File: src/rtl/xlat_pkg.sv
package xlat_pkg;
  typedef enum logic [2:0] {
    FILL_NONE,
    FILL_UPDATE,
    FILL_FREE,
    FILL_EVICT,
    FILL_REJECT
  } fill_act_e;
endpackage

File: src/rtl/xlat_match.sv
module xlat_match #(
  parameter int ENTRIES = 8,
  parameter int PAGE_W  = 12,
  parameter int FRAME_W = 10
) (
  input  logic [PAGE_W-1:0]  page,
  input  logic [ENTRIES-1:0] valid,
  input  logic [PAGE_W-1:0]  tags   [ENTRIES],
  input  logic [FRAME_W-1:0] frames [ENTRIES],
  output logic [ENTRIES-1:0] match_vec,
  output logic               any_match,
  output logic [FRAME_W-1:0] frame
);
  // parallel tag compare, one comparator per entry
  for (genvar g = 0; g < ENTRIES; g++) begin : g_cmp
    assign match_vec[g] = valid[g] && (tags[g] == page);
  end

  assign any_match = |match_vec;

  // tags are unique, so an OR of masked frames selects the single hit
  always_comb begin
    frame = '0;
    for (int i = 0; i < ENTRIES; i++) begin
      if (match_vec[i]) frame = frame | frames[i];
    end
  end
endmodule

File: src/rtl/xlat_victim.sv
module xlat_victim
  import xlat_pkg::*;
#(
  parameter int ENTRIES = 8,
  localparam int IDX_W  = (ENTRIES > 1) ? $clog2(ENTRIES) : 1
) (
  input  logic               req,
  input  logic [ENTRIES-1:0] valid,
  input  logic [ENTRIES-1:0] wired,
  input  logic [ENTRIES-1:0] match_vec,
  input  logic [IDX_W-1:0]   rr_ptr,
  output fill_act_e          act,
  output logic [IDX_W-1:0]   idx
);
  logic             m_found, f_found, r_found;
  logic [IDX_W-1:0] m_idx, f_idx, r_idx;

  always_comb begin
    m_found = 1'b0;
    f_found = 1'b0;
    m_idx   = '0;
    f_idx   = '0;
    for (int i = 0; i < ENTRIES; i++) begin
      if (!m_found && match_vec[i]) begin
        m_found = 1'b1;
        m_idx   = IDX_W'(i);
      end
      if (!f_found && !valid[i]) begin
        f_found = 1'b1;
        f_idx   = IDX_W'(i);
      end
    end
  end

  // circular scan from the pointer for the first unpinned entry
  always_comb begin
    r_found = 1'b0;
    r_idx   = '0;
    for (int k = 0; k < ENTRIES; k++) begin
      int j;
      j = int'(rr_ptr) + k;
      if (j >= ENTRIES) j = j - ENTRIES;
      if (!r_found && !wired[j]) begin
        r_found = 1'b1;
        r_idx   = IDX_W'(j);
      end
    end
  end

  always_comb begin
    act = FILL_NONE;
    idx = '0;
    if (req) begin
      if (m_found) begin
        act = FILL_UPDATE;
        idx = m_idx;
      end else if (f_found) begin
        act = FILL_FREE;
        idx = f_idx;
      end else if (r_found) begin
        act = FILL_EVICT;
        idx = r_idx;
      end else begin
        act = FILL_REJECT;
      end
    end
  end
endmodule

File: src/rtl/xlat_stats.sv
module xlat_stats #(
  parameter int CNT_W = 16
) (
  input  logic             clk,
  input  logic             rst_n,
  input  logic             inc_lookup,
  input  logic             inc_hit,
  output logic [CNT_W-1:0] lookup_cnt,
  output logic [CNT_W-1:0] hit_cnt
);
  localparam logic [CNT_W-1:0] CNT_MAX = '1;

  logic [CNT_W-1:0] lk_q, lk_d, ht_q, ht_d;
  logic             lk_en, ht_en;

  always_comb begin
    lk_en = inc_lookup && (lk_q != CNT_MAX);
    ht_en = inc_hit && (ht_q != CNT_MAX);
    lk_d  = lk_q + CNT_W'(1);
    ht_d  = ht_q + CNT_W'(1);
  end

  always_ff @(posedge clk or negedge rst_n) begin
    if (!rst_n) begin
      lk_q <= '0;
      ht_q <= '0;
    end else begin
      if (lk_en) lk_q <= lk_d;
      if (ht_en) ht_q <= ht_d;
    end
  end

  assign lookup_cnt = lk_q;
  assign hit_cnt    = ht_q;
endmodule

File: src/rtl/xlat_cache.sv
module xlat_cache
  import xlat_pkg::*;
#(
  parameter int ENTRIES = 8,
  parameter int PAGE_W  = 12,
  parameter int FRAME_W = 10,
  parameter int CNT_W   = 16
) (
  input  logic               clk,
  input  logic               rst_n,
  input  logic               lk_valid,
  input  logic [PAGE_W-1:0]  lk_page,
  output logic               lk_hit,
  output logic               lk_miss,
  output logic [FRAME_W-1:0] lk_frame,
  input  logic               fill_valid,
  input  logic [PAGE_W-1:0]  fill_page,
  input  logic [FRAME_W-1:0] fill_frame,
  input  logic               fill_wired,
  output logic               fill_err,
  input  logic               flush,
  output logic [CNT_W-1:0]   lookup_cnt,
  output logic [CNT_W-1:0]   hit_cnt
);
  localparam int IDX_W = (ENTRIES > 1) ? $clog2(ENTRIES) : 1;

  // reset: asynchronous assertion, synchronous release
  logic rst_meta_q, rst_sync_n;
  always_ff @(posedge clk or negedge rst_n) begin
    if (!rst_n) begin
      rst_meta_q <= 1'b0;
      rst_sync_n <= 1'b0;
    end else begin
      rst_meta_q <= 1'b1;
      rst_sync_n <= rst_meta_q;
    end
  end

  logic [ENTRIES-1:0] valid_q, valid_d, wired_q, wired_d;
  logic [PAGE_W-1:0]  tag_q   [ENTRIES];
  logic [FRAME_W-1:0] frame_q [ENTRIES];
  logic [IDX_W-1:0]   rr_q, rr_d;

  logic [ENTRIES-1:0] lk_vec, fill_vec;
  logic               lk_any, fill_any;
  logic [FRAME_W-1:0] lk_frm, fill_frm_unused;
  fill_act_e          act;
  logic [IDX_W-1:0]   act_idx;
  logic               wr_en;

  xlat_match #(.ENTRIES(ENTRIES), .PAGE_W(PAGE_W), .FRAME_W(FRAME_W)) u_lk_match (
    .page(lk_page), .valid(valid_q), .tags(tag_q), .frames(frame_q),
    .match_vec(lk_vec), .any_match(lk_any), .frame(lk_frm)
  );

  xlat_match #(.ENTRIES(ENTRIES), .PAGE_W(PAGE_W), .FRAME_W(FRAME_W)) u_fill_match (
    .page(fill_page), .valid(valid_q), .tags(tag_q), .frames(frame_q),
    .match_vec(fill_vec), .any_match(fill_any), .frame(fill_frm_unused)
  );

  xlat_victim #(.ENTRIES(ENTRIES)) u_victim (
    .req(fill_valid), .valid(valid_q), .wired(wired_q), .match_vec(fill_vec),
    .rr_ptr(rr_q), .act(act), .idx(act_idx)
  );

  assign lk_hit   = lk_valid && lk_any;
  assign lk_miss  = lk_valid && !lk_any;
  assign lk_frame = lk_hit ? lk_frm : '0;
  assign fill_err = (act == FILL_REJECT);
  assign wr_en    = (act == FILL_UPDATE) || (act == FILL_FREE) || (act == FILL_EVICT);

  // flag state next value
  always_comb begin
    valid_d = valid_q;
    wired_d = wired_q;
    if (flush) valid_d = valid_q & wired_q;
    if (wr_en) begin
      valid_d[act_idx] = 1'b1;
      wired_d[act_idx] = fill_wired;
    end
    wired_d = wired_d & valid_d;
  end

  always_comb begin
    rr_d = rr_q;
    if (act == FILL_EVICT) begin
      if (int'(act_idx) == ENTRIES - 1) rr_d = '0;
      else                              rr_d = act_idx + IDX_W'(1);
    end
  end

  always_ff @(posedge clk or negedge rst_sync_n) begin
    if (!rst_sync_n) begin
      valid_q <= '0;
      wired_q <= '0;
      rr_q    <= '0;
    end else begin
      valid_q <= valid_d;
      wired_q <= wired_d;
      rr_q    <= rr_d;
    end
  end

  // payload storage: written only under the fill enable, no reset needed
  for (genvar g = 0; g < ENTRIES; g++) begin : g_store
    logic we;
    assign we = wr_en && (int'(act_idx) == g);
    always_ff @(posedge clk) begin
      if (we) begin
        tag_q[g]   <= fill_page;
        frame_q[g] <= fill_frame;
      end
    end
  end

  xlat_stats #(.CNT_W(CNT_W)) u_stats (
    .clk(clk), .rst_n(rst_sync_n), .inc_lookup(lk_valid), .inc_hit(lk_hit),
    .lookup_cnt(lookup_cnt), .hit_cnt(hit_cnt)
  );
endmodule

File: config.mk
export PLATFORM = sky130hd
export DESIGN_NAME = xlat_cache
export DESIGN_NICKNAME = d
export VERILOG_FILES = /design/src/rtl/xlat_pkg.sv /design/src/rtl/xlat_match.sv /design/src/rtl/xlat_victim.sv /design/src/rtl/xlat_stats.sv /design/src/rtl/xlat_cache.sv
export SDC_FILE = /design/constraint.sdc
export NUM_CORES = 1
export LEC_CHECK = 0
export BUFFER_PORTS_ARGS = -buffer_cell sky130_fd_sc_hd__buf_2
export CAP_MARGIN = 20
export CORE_MARGIN = 5
export CORE_UTILIZATION = 45
export DETAILED_ROUTE_END_ITERATION = 8
export GPL_ROUTABILITY_DRIVEN = 0
export HOLD_SLACK_MARGIN = 0.15
export PLACE_DENSITY = 0.69
export SYNTH_ARGS = -nofsm -noshare
export SYNTH_HDL_FRONTEND = slang
export SYNTH_SLANG_ARGS = --single-unit
File: constraint.sdc
create_clock -name clk -period 3 [get_ports clk]
set_clock_uncertainty 0.1 [all_clocks]
set_input_delay 0.15 -clock clk [delete_from_list [all_inputs] [get_ports clk]]
set_output_delay 0.15 -clock clk [all_outputs]
set_load 0.1 [all_outputs]
==> flow_summary_export.csv, run 1 <==
group,metric,value,unit
power_and_ir_drop,pwr-share-clk,0.368,
worst_setup_path,worstPathRequired,3.13,ns
floorplan,rows,59,
clocking,cts_sink_cnt,229,
timing,report.final.hold_viol_count,0,
timing,setup_violating_endpoint_count_in_the_final_report,208,
timing,rsz0062_at_grt,"yes",
synth,synth_warnings,0,
power_and_ir_drop,sw_frac_of_total,0.2867,
global_routing,grt_start_max_net_pins,30,
worst_setup_path,cpPeakStageDelay,0.79,ns
power_and_ir_drop,internal-power,6.361,mW
timing,worst_slew_pin_slew,0.8886,ns
clocking,cts_root_buf,"sky130_fd_sc_hd__clkbuf_16",
clocking,tritoncts.num_buffers,25,
synth,postSynth.topFlopCell,"sky130_fd_sc_hd__edfxtp_1",
power_and_ir_drop,power.density_cell_area,532.0,nW/um^2
power_and_ir_drop,power.sequential.fraction,0.427,
timing,slew_headroom,0.4021,
worst_setup_path,critical_path.cell_chain,"xnor2_1 > nand4_1 > nor4_1 > nor4_2 > a211oi_1 > o21bai_1 > nor3_4 > ha_2 > buf_4 > ha_4 > and2_4",
run_status,result_of_the_run,"finished with violations",
power_and_ir_drop,power.combinational.fraction,0.204,
cells_and_area,drive_above_1_share,0.4023,
synth,syn-num-nets,960,
synth,mappedNetlistArea,11710,sq um
clocking,cts_max_path_buffers,3,
cells_and_area,final_cell_mix,"sky130_fd_sc_hd__buf_4, sky130_fd_sc_hd__xnor2_1, sky130_fd_sc_hd__edfxtp_1, sky130_fd_sc_hd__buf_2, sky130_fd_sc_hd__nand2_1",
floorplan,i_o_pin_count,85,
detailed_routing,drt_pre_antenna_iters,6,
global_routing,grt_first_pass_wirelength,53.11,mm
synth,synth.avg_cell_area,12.87,sq um
floorplan,die_area,29340,sq um
floorplan,core_area,25840,sq um
synth,yosys_register_bits,229,
worst_setup_path,arrival,3.94,ns
detailed_routing,routed_wire_length_per_instance,22.19,microns
global_routing,grt-ovfl-total,0,
worst_setup_path,critical_path.endpoint_type,"flop",
detailed_routing,remaining_drc_errors,0,
synth,asyncSetResetFlopFracSynth,0.2314,
cells_and_area,final_common_cell,"sky130_fd_sc_hd__buf_4",
worst_setup_path,worst_setup_path_start_kind,"flop",
cells_and_area,num-nets-final,1336,
worst_hold_path,worstHoldPathType,"flop to asynchronous set/reset pin",
global_routing,antenna_found_initial,0,
global_routing,grt_pass1_vias,9145,
cells_and_area,finalCoreUtilization,0.6488,
placement,numPortBuffers,84,
placement,dpl.cell_count,1529,
synth,netlist-cell-type-count,66,
worst_setup_path,cp-startpoint,"tag_q[18]",
worst_setup_path,worstReg2RegStart,"tag_q[18]",
floorplan,horizontal_die_dimension,171.3,microns
timing,final_max_tran_viols,0,
run_status,failed_checks,"setup timing",
worst_setup_path,timing.setup.critical_path_class,"flop to flop",
detailed_routing,drtAntennaViolNets,0,
cells_and_area,layoutNonFillerInstCount,1640,
detailed_routing,via_count,9208,
global_routing,total_routing_resource_utilization_after_global_routing,0.2357,
synth,synth_edf_count,176,
clocking,cts_tree,"yes",
synth,netlist_instances,910,
power_and_ir_drop,switching_power,2.556,mW
worst_setup_path,reg2reg_depth,11,
timing,final_min_period_over_clock_period,1.269,
flow_run,max-cap-violations,0,
timing,final_period_minus_worst_setup_slack,3.808,ns
timing,fin_worst_hold_slack,0.2167,ns
cells_and_area,final.fill_count,1870,
floorplan,initial_core_util,0.4531,
detailed_routing,routed_wirelength,36.39,mm
synth,synth-seq-area-share,0.5647,
detailed_routing,first_iter_violations,842,
worst_setup_path,critPathMaxFanout,6,
cells_and_area,sequential_cell_area,6614,sq um
cells_and_area,syn_to_layout_area_delta,43.18,%
clocking,worst_skew_pair.late_latency,0.54,ns
floorplan,floorplan.die.height,171.3,microns
timing,fmax,262.6,MHz
cells_and_area,antennaDiodeCount,0,
clocking,cts-htree-levels,1,
power_and_ir_drop,power.total,8.918,mW
cells_and_area,multi_input_area,5410,sq um
placement,hpwl,23.48,mm
power_and_ir_drop,ir_drop,0.0005766,V
worst_setup_path,crit_path_top_delay_cell,"sky130_fd_sc_hd__nor4_1",
detailed_routing,vias_per_cell,5.615,
power_and_ir_drop,cellLeakagePower,6.394,nW
clocking,clk_pin_slew_worst_paths,0.07,ns
timing,layout_setup_ws,-0.8082,ns
==> metal layers <==
metal  vias up  global-route usage  wire length [microns]  part of all wire
li1       4139                   -                      -                 -
met1      4494              0.3232                  14480              0.40
met2       482              0.3903                  17590              0.48
met3        93             0.03516                   3040             0.084
met4         0             0.07406                   1288             0.035
met5         -                   0                      0                 0
==> logic make-up (layout without fill, tap and decap cells) <==
group	after synthesis	after routing	share of synthesized area
DFF	229	229	0.5647
xor gates and xnor gates	224	224	0.1676
and+or+nand+nor	224	227	0.1022
AOI/OAI and AO/OA	110	110	0.07161
buffers and inverters	67	459	0.03024
muxes	45	45	0.05269
adders and majority gates	10	10	0.01069
other	1	1	0.0003203
==> repair_timing <==
item | 4_1_cts | 5_1_grt
pin swaps | 18 | 35
setup endpoints to repair | 208 | 208
setup buffers | 10 | 15
hold endpoints to repair | 195 | 0
hold buffers | 34 | 0
gates cloned | 5 | 5
gates resized for setup | 40 | 67
==> worst max-delay path, delay by kind of cell, from the launching register on <==
kind            cells  cell delay [ns]
compound gates      2             0.55
xor+xnor            1             0.17
simple gates        5             1.70
buf+inv             1             0.12
fa+ha+maj           2             0.46
flops               1             0.40
==> synth_stat cells, types with 3 or more instances <==
master	n	area share
sky130_fd_sc_hd__a21oi_1	6	0.0026
sky130_fd_sc_hd__and3_1	7	0.0037
sky130_fd_sc_hd__mux2_4	3	0.0038
sky130_fd_sc_hd__xor2_1	18	0.013
sky130_fd_sc_hd__o21a_1	3	0.0019
sky130_fd_sc_hd__nand3_1	33	0.014
sky130_fd_sc_hd__nand3b_1	3	0.0019
sky130_fd_sc_hd__and4_1	3	0.0022
sky130_fd_sc_hd__a2111oi_0	3	0.0022
sky130_fd_sc_hd__o21bai_1	3	0.0019
sky130_fd_sc_hd__a221oi_1	12	0.0090
sky130_fd_sc_hd__a22oi_1	23	0.015
sky130_fd_sc_hd__edfxtp_1	176	0.45
sky130_fd_sc_hd__mux2_2	8	0.0077
sky130_fd_sc_hd__a211oi_1	3	0.0019
sky130_fd_sc_hd__nor2b_1	7	0.0037
sky130_fd_sc_hd__a22o_1	11	0.0082
sky130_fd_sc_hd__a31oi_1	11	0.0059
sky130_fd_sc_hd__buf_6	4	0.0038
sky130_fd_sc_hd__xnor2_1	206	0.15
sky130_fd_sc_hd__nand4_1	42	0.022
sky130_fd_sc_hd__mux2_1	3	0.0029
sky130_fd_sc_hd__clkbuf_1	16	0.0051
sky130_fd_sc_hd__inv_1	14	0.0045
sky130_fd_sc_hd__mux4_2	11	0.021
sky130_fd_sc_hd__nor4_1	20	0.011
sky130_fd_sc_hd__nand2_1	60	0.019
sky130_fd_sc_hd__mux2i_1	20	0.017
sky130_fd_sc_hd__o21ai_0	14	0.0060
sky130_fd_sc_hd__nor3_1	7	0.0030
sky130_fd_sc_hd__nand2b_1	9	0.0048
sky130_fd_sc_hd__nor2_1	23	0.0074
sky130_fd_sc_hd__ha_1	10	0.011
sky130_fd_sc_hd__dfrtp_1	53	0.11
sky130_fd_sc_hd__buf_4	13	0.0083
sky130_fd_sc_hd__buf_2	17	0.0073
==> sequential cells by signal, indices dropped and copies added (netlist names) <==
register / count
frame_q: 80
rr_q: 3
rst_meta_q: 1
rst_sync_n: 1
tag_q: 96
u_stats.hit_cnt: 16
u_stats.lookup_cnt: 16
valid_q: 8
wired_q: 8
==> cell type report <==
cell class,count,area share
Clock buffer,26,0.03755
Tap cell,335,0.02501
Timing Repair Buffer,397,0.2012
Multi-Input combinational cell,617,0.3228
Inverter,16,0.004031
Clock inverter,20,0.01485
Sequential cell,229,0.3946
==> worst paths after layout <==
path | end | slack, ns
setup / recovery | frame_q[7] | -0.81
hold / removal | wired_q[1] | 0.22
setup reg to reg | frame_q[7] | -0.81
hold reg to reg | wired_q[1] | 0.22
max in group asynchronous | u_stats.lookup_cnt[13] | 1.94
min in group clk | wired_q[0] | 0.22
==> per-stage QoR <==
step           instance area, sq um  setup WS, ns  TNS, ns
3_5_place_dp                  14710       -0.9035  -153.09
6_report                      16760       -0.8082  -131.17
5_1_grt                       16760       -0.8915  -150.38
4_1_cts                       16280       -0.6653  -115.63
3_3_place_gp                  14710       -0.8170  -135.94
2_1_floorplan                 11880        -1.083  -191.92
==> power by group through the flow <==
stage | logic (mW) | registers [mW] | clock network (mW)
finish | 1.82 | 3.81 | 3.29
global route | 1.90 | 3.83 | 3.48
CTS | 1.74 | 3.81 | 3.32
detailed placement | 1.56 | 3.87 | 0
global placement | 1.54 | 3.86 | 0
floorplan | 0.615 | 4.16 | 0
(Power assumes the default switching activity.)
==> run 2: changes to the inputs <==
--- a/config.mk
+++ b/config.mk
@@ -7,12 +7,11 @@
 export LEC_CHECK = 0
 export BUFFER_PORTS_ARGS = -buffer_cell sky130_fd_sc_hd__buf_2
 export CAP_MARGIN = 20
-export CORE_MARGIN = 5
+export CORE_MARGIN = 2
 export CORE_UTILIZATION = 45
 export DETAILED_ROUTE_END_ITERATION = 8
 export GPL_ROUTABILITY_DRIVEN = 0
 export HOLD_SLACK_MARGIN = 0.15
-export PLACE_DENSITY = 0.69
 export SYNTH_ARGS = -nofsm -noshare
 export SYNTH_HDL_FRONTEND = slang
 export SYNTH_SLANG_ARGS = --single-unit
==> run 2 against run 1 <==
Effect of this change: the flow still finishes with violations (setup timing); sequential cell count unchanged; count of clock-buffer cells in the layout up 5; cell count down 0.18%; worst hold slack worse by 0.050 ns; setup slack better by 0.10 ns; via count down 3.2%; register-to-register slack better by 0.10 ns; wire length down 3.1%; clock power about the same; maximum frequency up 2.7%; sequential share of layout area up 0.60 points.
==> flow_summary_export.csv, run 2 (same netlist as run 1, synthesis figures left out) <==
group,metric,value,unit
global_routing,antenna_found_initial,0,
detailed_routing,via_count,8915,
timing,report.final.hold_viol_count,0,
global_routing,grt_pass1_vias,8843,
timing,fmax,269.7,MHz
floorplan,i_o_pin_count,85,
worst_setup_path,reg2reg_setup_slack,-0.71,ns
detailed_routing,routed_wire_length_per_instance,21.54,microns
clocking,tritoncts.num_buffers,26,
cells_and_area,num-nets-final,1332,
power_and_ir_drop,power.sequential.fraction,0.430,
global_routing,total_routing_resource_utilization_after_global_routing,0.2564,
clocking,cts-htree-levels,1,
floorplan,die_area,27320,sq um
cells_and_area,finalInstanceArea,16510,sq um
timing,final_period_minus_worst_setup_slack,3.707,ns
floorplan,rows,59,
clocking,cts_max_path_buffers,3,
cells_and_area,reg_top3,"tag_q: 96 flops, frame_q: 80 flops",
worst_setup_path,timing.setup.critical_path_class,"flop to flop",
global_routing,grt_first_pass_wirelength,51.87,mm
worst_setup_path,critical_path.endpoint_type,"flop",
placement,hpwl,23.08,mm
clocking,cts_tree,"yes",
power_and_ir_drop,pwr-share-clk,0.371,
timing,rsz0062_at_grt,"yes",
floorplan,floorplan.die.height,165.3,microns
flow_run,max-cap-violations,0,
timing,slew_headroom,0.6577,
clocking,cts_root_buf,"sky130_fd_sc_hd__clkbuf_16",
power_and_ir_drop,cellLeakagePower,6.289,nW
worst_setup_path,critPathMaxFanout,7,
placement,preCtsSetupSlack,-0.7730,ns
cells_and_area,finalCoreUtilization,0.6409,
cells_and_area,final_common_cell,"sky130_fd_sc_hd__buf_4",
detailed_routing,first_iter_violations,746,
detailed_routing,drtAntennaViolNets,0,
cells_and_area,largest_register_ff_count,96,
power_and_ir_drop,internal-power,6.375,mW
clocking,cts_sink_cnt,229,
floorplan,horizontal_die_dimension,165.3,microns
detailed_routing,drt_pre_antenna_iters,5,
run_status,result_of_the_run,"finished with violations",
global_routing,grt_start_max_net_pins,23,
cells_and_area,final.fill_count,1979,
timing,setup_tns,-117.15,ns
cells_and_area,drive_above_1_share,0.3810,
timing,final_max_tran_viols,0,
run_status,failed_checks,"setup timing",
timing,layout_setup_ws,-0.7074,ns
power_and_ir_drop,switching_power,2.496,mW
cells_and_area,antennaDiodeCount,0,
floorplan,initial_core_util,0.4544,
power_and_ir_drop,power.combinational.fraction,0.199,
worst_hold_path,worstHoldPathType,"flop to asynchronous set/reset pin",
clocking,clk_pin_slew_worst_paths,0.06,ns
global_routing,grt-ovfl-total,0,
power_and_ir_drop,power.total,8.871,mW
worst_setup_path,arrival,3.85,ns
detailed_routing,vias_per_cell,5.446,
timing,final_min_period_over_clock_period,1.236,
detailed_routing,remaining_drc_errors,0,
detailed_routing,routed_wirelength,35.27,mm
cells_and_area,final_cell_mix,"sky130_fd_sc_hd__buf_4, sky130_fd_sc_hd__xnor2_1, sky130_fd_sc_hd__edfxtp_1, sky130_fd_sc_hd__buf_2, sky130_fd_sc_hd__nand2_1",
placement,placed_area,14740,sq um
power_and_ir_drop,sw_frac_of_total,0.2814,
placement,numPortBuffers,84,
power_and_ir_drop,power.density_cell_area,537.3,nW/um^2
worst_setup_path,worst_setup_path_start_kind,"flop",
worst_setup_path,worstPathRequired,3.15,ns
power_and_ir_drop,ir_drop,0.0005862,V
cells_and_area,syn_to_layout_area_delta,41.03,%
timing,setup_violating_endpoint_count_in_the_final_report,207,
timing,worst_slew_pin_slew,0.5117,ns
floorplan,core_area,25760,sq um
clocking,worst_skew_pair.late_latency,0.53,ns
cells_and_area,largest_register,"tag_q",
run 2: worst paths after layout:
| path | from | to | cells after the start |
|---|---|---|---|
| max | rr_q[1] | frame_q[67] | 15 |
| min | rst_sync_n | valid_q[4] | 1 |
| max reg2reg | rr_q[1] | frame_q[67] | 15 |
| min reg2reg | rst_sync_n | valid_q[4] | 1 |
| max in group asynchronous | rst_sync_n | u_stats.lookup_cnt[8] | 1 |
| min in group clk | fill_page[5] | tag_q[77] | 3 |
run 2: power groups by stage:
stage / logic, mW / clock network, mW / registers [mW]
4_1_cts: 1.64 / 3.33 / 3.81
6_report: 1.77 / 3.30 / 3.81
2_1_floorplan: 0.615 / 0 / 4.16
5_1_grt: 1.86 / 3.45 / 3.83
3_3_place_gp: 1.51 / 0 / 3.87
3_5_place_dp: 1.51 / 0 / 3.88
run 2: timing repair:
action / CTS / global route
gates resized for setup: 27 / 31
pin swaps: 11 / 11
endpoints found under the hold margin: 208 / 0
cloned: 4 / 4
setup endpoints to repair: 208 / 208
buffers inserted: 8 / 4
hold buffers: 38 / 0
run 2: cell type report:
class                      instances  area (sq um)  area share
clock buffer                      31         690.7     0.04183
clock inverter                    17         197.7     0.01197
inverter                          16         67.56    0.004092
multi-input combinational        617          5157      0.3124
sequential                       229          6614      0.4006
tap                              335         419.2     0.02539
timing repair buffer             392          3364      0.2038
run 2: metal layers:
metal	track usage	routed length, microns
met4	0.08895	1431
met5	0	0
met1	0.3586	15040
met3	0.03771	2405
met2	0.4106	16390
run 2: through the flow:
step / std cells / hold WS (ns)
floorplan: 910 / -0.2456
global placement: 1531 / -0.1646
detailed placement: 1531 / -0.1618
CTS: 1629 / 0.1751
global route: 1637 / 0.1942
finish: 1637 / 0.1666
run 2: worst max-delay path, cell delays in order (launching register included):
cell and delay [ns]:
sky130_fd_sc_hd__dfrtp_1 0.39, sky130_fd_sc_hd__inv_2 0.07, sky130_fd_sc_hd__ha_4 0.33, sky130_fd_sc_hd__mux4_2 0.53, sky130_fd_sc_hd__mux2_4 0.33, sky130_fd_sc_hd__o21ai_2 0.14
sky130_fd_sc_hd__a21oi_2 0.08, sky130_fd_sc_hd__o22a_1 0.22, sky130_fd_sc_hd__a221oi_2 0.33, sky130_fd_sc_hd__nor3_4 0.09, sky130_fd_sc_hd__inv_2 0.07, sky130_fd_sc_hd__ha_1 0.16
sky130_fd_sc_hd__nand2_2 0.10, sky130_fd_sc_hd__nor2_4 0.18, sky130_fd_sc_hd__buf_12 0.16, sky130_fd_sc_hd__clkbuf_16 0.15
==> run 3: changes to the inputs <==
--- a/config.mk
+++ b/config.mk
@@ -8,10 +8,11 @@
 export BUFFER_PORTS_ARGS = -buffer_cell sky130_fd_sc_hd__buf_2
 export CAP_MARGIN = 20
 export CORE_MARGIN = 2
-export CORE_UTILIZATION = 45
+export CORE_UTILIZATION = 50
 export DETAILED_ROUTE_END_ITERATION = 8
 export GPL_ROUTABILITY_DRIVEN = 0
 export HOLD_SLACK_MARGIN = 0.15
+export PLACE_DENSITY = 0.68
 export SYNTH_ARGS = -nofsm -noshare
 export SYNTH_HDL_FRONTEND = slang
 export SYNTH_SLANG_ARGS = --single-unit
==> run 3 against run 2 <==
Effect of this change: the flow still finishes with violations (setup timing); highest routed layer unchanged; via count up 6.0%; die area fell by 9.8%; global-route usage up 4.2 points.
==> flow_summary_export.csv, run 3 (same netlist as run 1, synthesis figures left out) <==
group,metric,value,unit
run_status,result_of_the_run,"finished with violations",
run_status,failed_checks,"setup timing",
timing,final_max_tran_viols,0,
worst_setup_path,critical_path.endpoint_type,"flop",
placement,numPortBuffers,84,
timing,fin_worst_hold_slack,0.1791,ns
placement,hpwl,23.48,mm
floorplan,die_area,24660,sq um
timing,rsz0062_at_grt,"yes",
floorplan,i_o_pin_count,85,
clocking,cts-htree-levels,1,
cells_and_area,final.fill_count,1393,
worst_setup_path,critical_path.cell_chain,"buf_4 > buf_12 > buf_8 > mux4_2 > mux2i_2 > nand2b_4 > buf_4 > o31ai_1 > a221oi_2 > a211oi_2 > buf_6 > inv_6 > ha_4 > nand2_4 > nor2_4 > buf_12 > buf_12 > buf_16",
placement,preCtsSetupSlack,-1.035,ns
cells_and_area,drive_above_1_share,0.4067,
worst_setup_path,critPathMostFrequentCell,"sky130_fd_sc_hd__buf_12",
detailed_routing,drt_pre_antenna_iters,5,
cells_and_area,reg_top3,"tag_q: 96 flops, frame_q: 80 flops",
global_routing,grt_start_max_net_pins,52,
floorplan,horizontal_die_dimension,157.0,microns
cells_and_area,largest_register,"tag_q",
worst_setup_path,arrival,3.99,ns
floorplan,core_area,22850,sq um
cells_and_area,final_common_cell,"sky130_fd_sc_hd__buf_4",
detailed_routing,remaining_drc_errors,0,
clocking,worst_skew_pair.late_latency,0.55,ns
worst_setup_path,critPathMaxFanout,15,
clocking,tritoncts.num_buffers,24,
timing,slew_headroom,0.5611,
floorplan,initial_core_util,0.5124,
clocking,cts_max_path_buffers,3,
clocking,cts_tree,"yes",
power_and_ir_drop,power.density_cell_area,508.1,nW/um^2
detailed_routing,routed_wire_length_per_instance,23.28,microns
cells_and_area,final_cell_mix,"sky130_fd_sc_hd__buf_4, sky130_fd_sc_hd__xnor2_1, sky130_fd_sc_hd__edfxtp_1, sky130_fd_sc_hd__buf_2, sky130_fd_sc_hd__nand2_1",
global_routing,grt_pass1_vias,9468,
worst_setup_path,timing.setup.critical_path_class,"flop to flop",
power_and_ir_drop,ir_drop,0.0006481,V
flow_run,max-cap-violations,0,
power_and_ir_drop,power.total,8.737,mW
global_routing,total_routing_resource_utilization_after_global_routing,0.2982,
timing,final_min_period_over_clock_period,1.276,
detailed_routing,via_count,9447,
global_routing,grt-ovfl-total,0,
timing,report.final.hold_viol_count,0,
worst_setup_path,reg2reg_setup_slack,-0.83,ns
global_routing,antenna_found_initial,0,
clocking,cts_sink_cnt,229,
clocking,clk_pin_slew_worst_paths,0.07,ns
worst_setup_path,worstPathRequired,3.16,ns
cells_and_area,antennaDiodeCount,0,
timing,layout_setup_ws,-0.8290,ns
timing,final_period_minus_worst_setup_slack,3.829,ns
detailed_routing,drtAntennaViolNets,0,
cells_and_area,syn_to_layout_area_delta,46.88,%
global_routing,grt_first_pass_wirelength,55.06,mm
worst_setup_path,worst_setup_path_start_kind,"flop",
floorplan,floorplan.die.height,157.0,microns
clocking,cts_root_buf,"sky130_fd_sc_hd__clkbuf_16",
detailed_routing,vias_per_cell,5.774,
timing,worst_slew_pin_slew,0.6583,ns
timing,fmax,261.2,MHz
cells_and_area,largest_register_ff_count,96,
power_and_ir_drop,cellLeakagePower,6.537,nW
detailed_routing,first_iter_violations,925,
worst_hold_path,worstHoldPathType,"primary input to flop",
worst_setup_path,cpPeakStageDelay,0.57,ns
cells_and_area,num-nets-final,1356,
worst_setup_path,crit_path_top_delay_cell,"sky130_fd_sc_hd__mux4_2",
detailed_routing,routed_wirelength,38.09,mm
floorplan,rows,55,
timing,setup_violating_endpoint_count_in_the_final_report,207,
-- run 3: cell count changes in the layout (fill, tap and decap cells not counted), moves of 5 or more --
cell,previous run,this run
sky130_fd_sc_hd__nor4_2,10,2
sky130_fd_sc_hd__a31oi_4,0,10
sky130_fd_sc_hd__buf_6,9,33
sky130_fd_sc_hd__clkbuf_1,4,9
sky130_fd_sc_hd__nor4_4,2,9
sky130_fd_sc_hd__a31oi_2,10,1
sky130_fd_sc_hd__buf_16,1,6
sky130_fd_sc_hd__xnor2_1,205,200
-- run 3: report_power, final --
part / total, mW / switching, mW / internal [mW] / leakage [nW]
Clock: 3.01 / 1.24 / 1.77 / 0.378
Sequential: 3.80 / 0.162 / 3.64 / 2.30
Combinational: 1.92 / 1.11 / 0.811 / 3.86
-- run 3: stage by stage --
step,instances,instance area (sq um),utilization,setup TNS (ns)
after global placement,1503,14640,0.6408,-152.78
after global routing,1636,17200,0.7527,-160.68
after detailed placement,1503,14640,0.6408,-173.39
final,1636,17200,0.7527,-134.95
after CTS,1618,16750,0.7334,-122.11
after floorplan,910,11880,-,-191.92
-- run 3: final cells by class --
class	instances	area, sq um	share of cell area
Multi-Input combinational cell	616	5525	0.3213
Tap cell	313	391.6	0.02277
Inverter	16	77.57	0.004511
Sequential cell	229	6614	0.3846
Clock inverter	9	145.1	0.008440
Clock buffer	34	648.1	0.03769
Timing Repair Buffer	419	3795	0.2207
-- run 3: critical path, delay by kind of cell, from the launching register on --
| kind | cells | cell delay (ns) |
|---|---|---|
| buffers and inverters | 9 | 1.13 |
| AND/OR/NAND/NOR | 3 | 0.42 |
| adder cells (fa/ha/maj) | 1 | 0.14 |
| AO/OA/AOI/OAI | 3 | 0.53 |
| flip-flops | 1 | 0.41 |
| multiplexers | 2 | 0.83 |
-- run 3: path summary, 6_finish.rpt --
| kind | cells after the start | startpoint | to |
|---|---|---|---|
| max | 18 | rr_q[0] | tag_q[42] |
| min | 3 | fill_page[0] | tag_q[72] |
| max reg2reg | 18 | rr_q[0] | tag_q[42] |
| min reg2reg | 0 | rst_sync_n | wired_q[2] |
| max in group asynchronous | 1 | rst_sync_n | u_stats.hit_cnt[3] |
| min in group asynchronous | 0 | rst_sync_n | wired_q[2] |
-- run 3: per-layer routing --
| layer | vias up | track usage | wire length (microns) |
|---|---|---|---|
| met5 | - | 0 | 0 |
| met4 | 0 | 0.1056 | 1611 |
| met3 | 115 | 0.03744 | 3187 |
| met2 | 505 | 0.5000 | 18450 |
| met1 | 4662 | 0.4026 | 14840 |
| li1 | 4165 | - | - |
-- run 3: repair_timing --
item                                    CTS  global route
resized for setup                       105            50
endpoints found under the setup margin  208           211
gates cloned                              9             3
pin swaps                                30            19
setup buffers                            33            19
hold buffers                             33             0
endpoints found under the hold margin   186             0
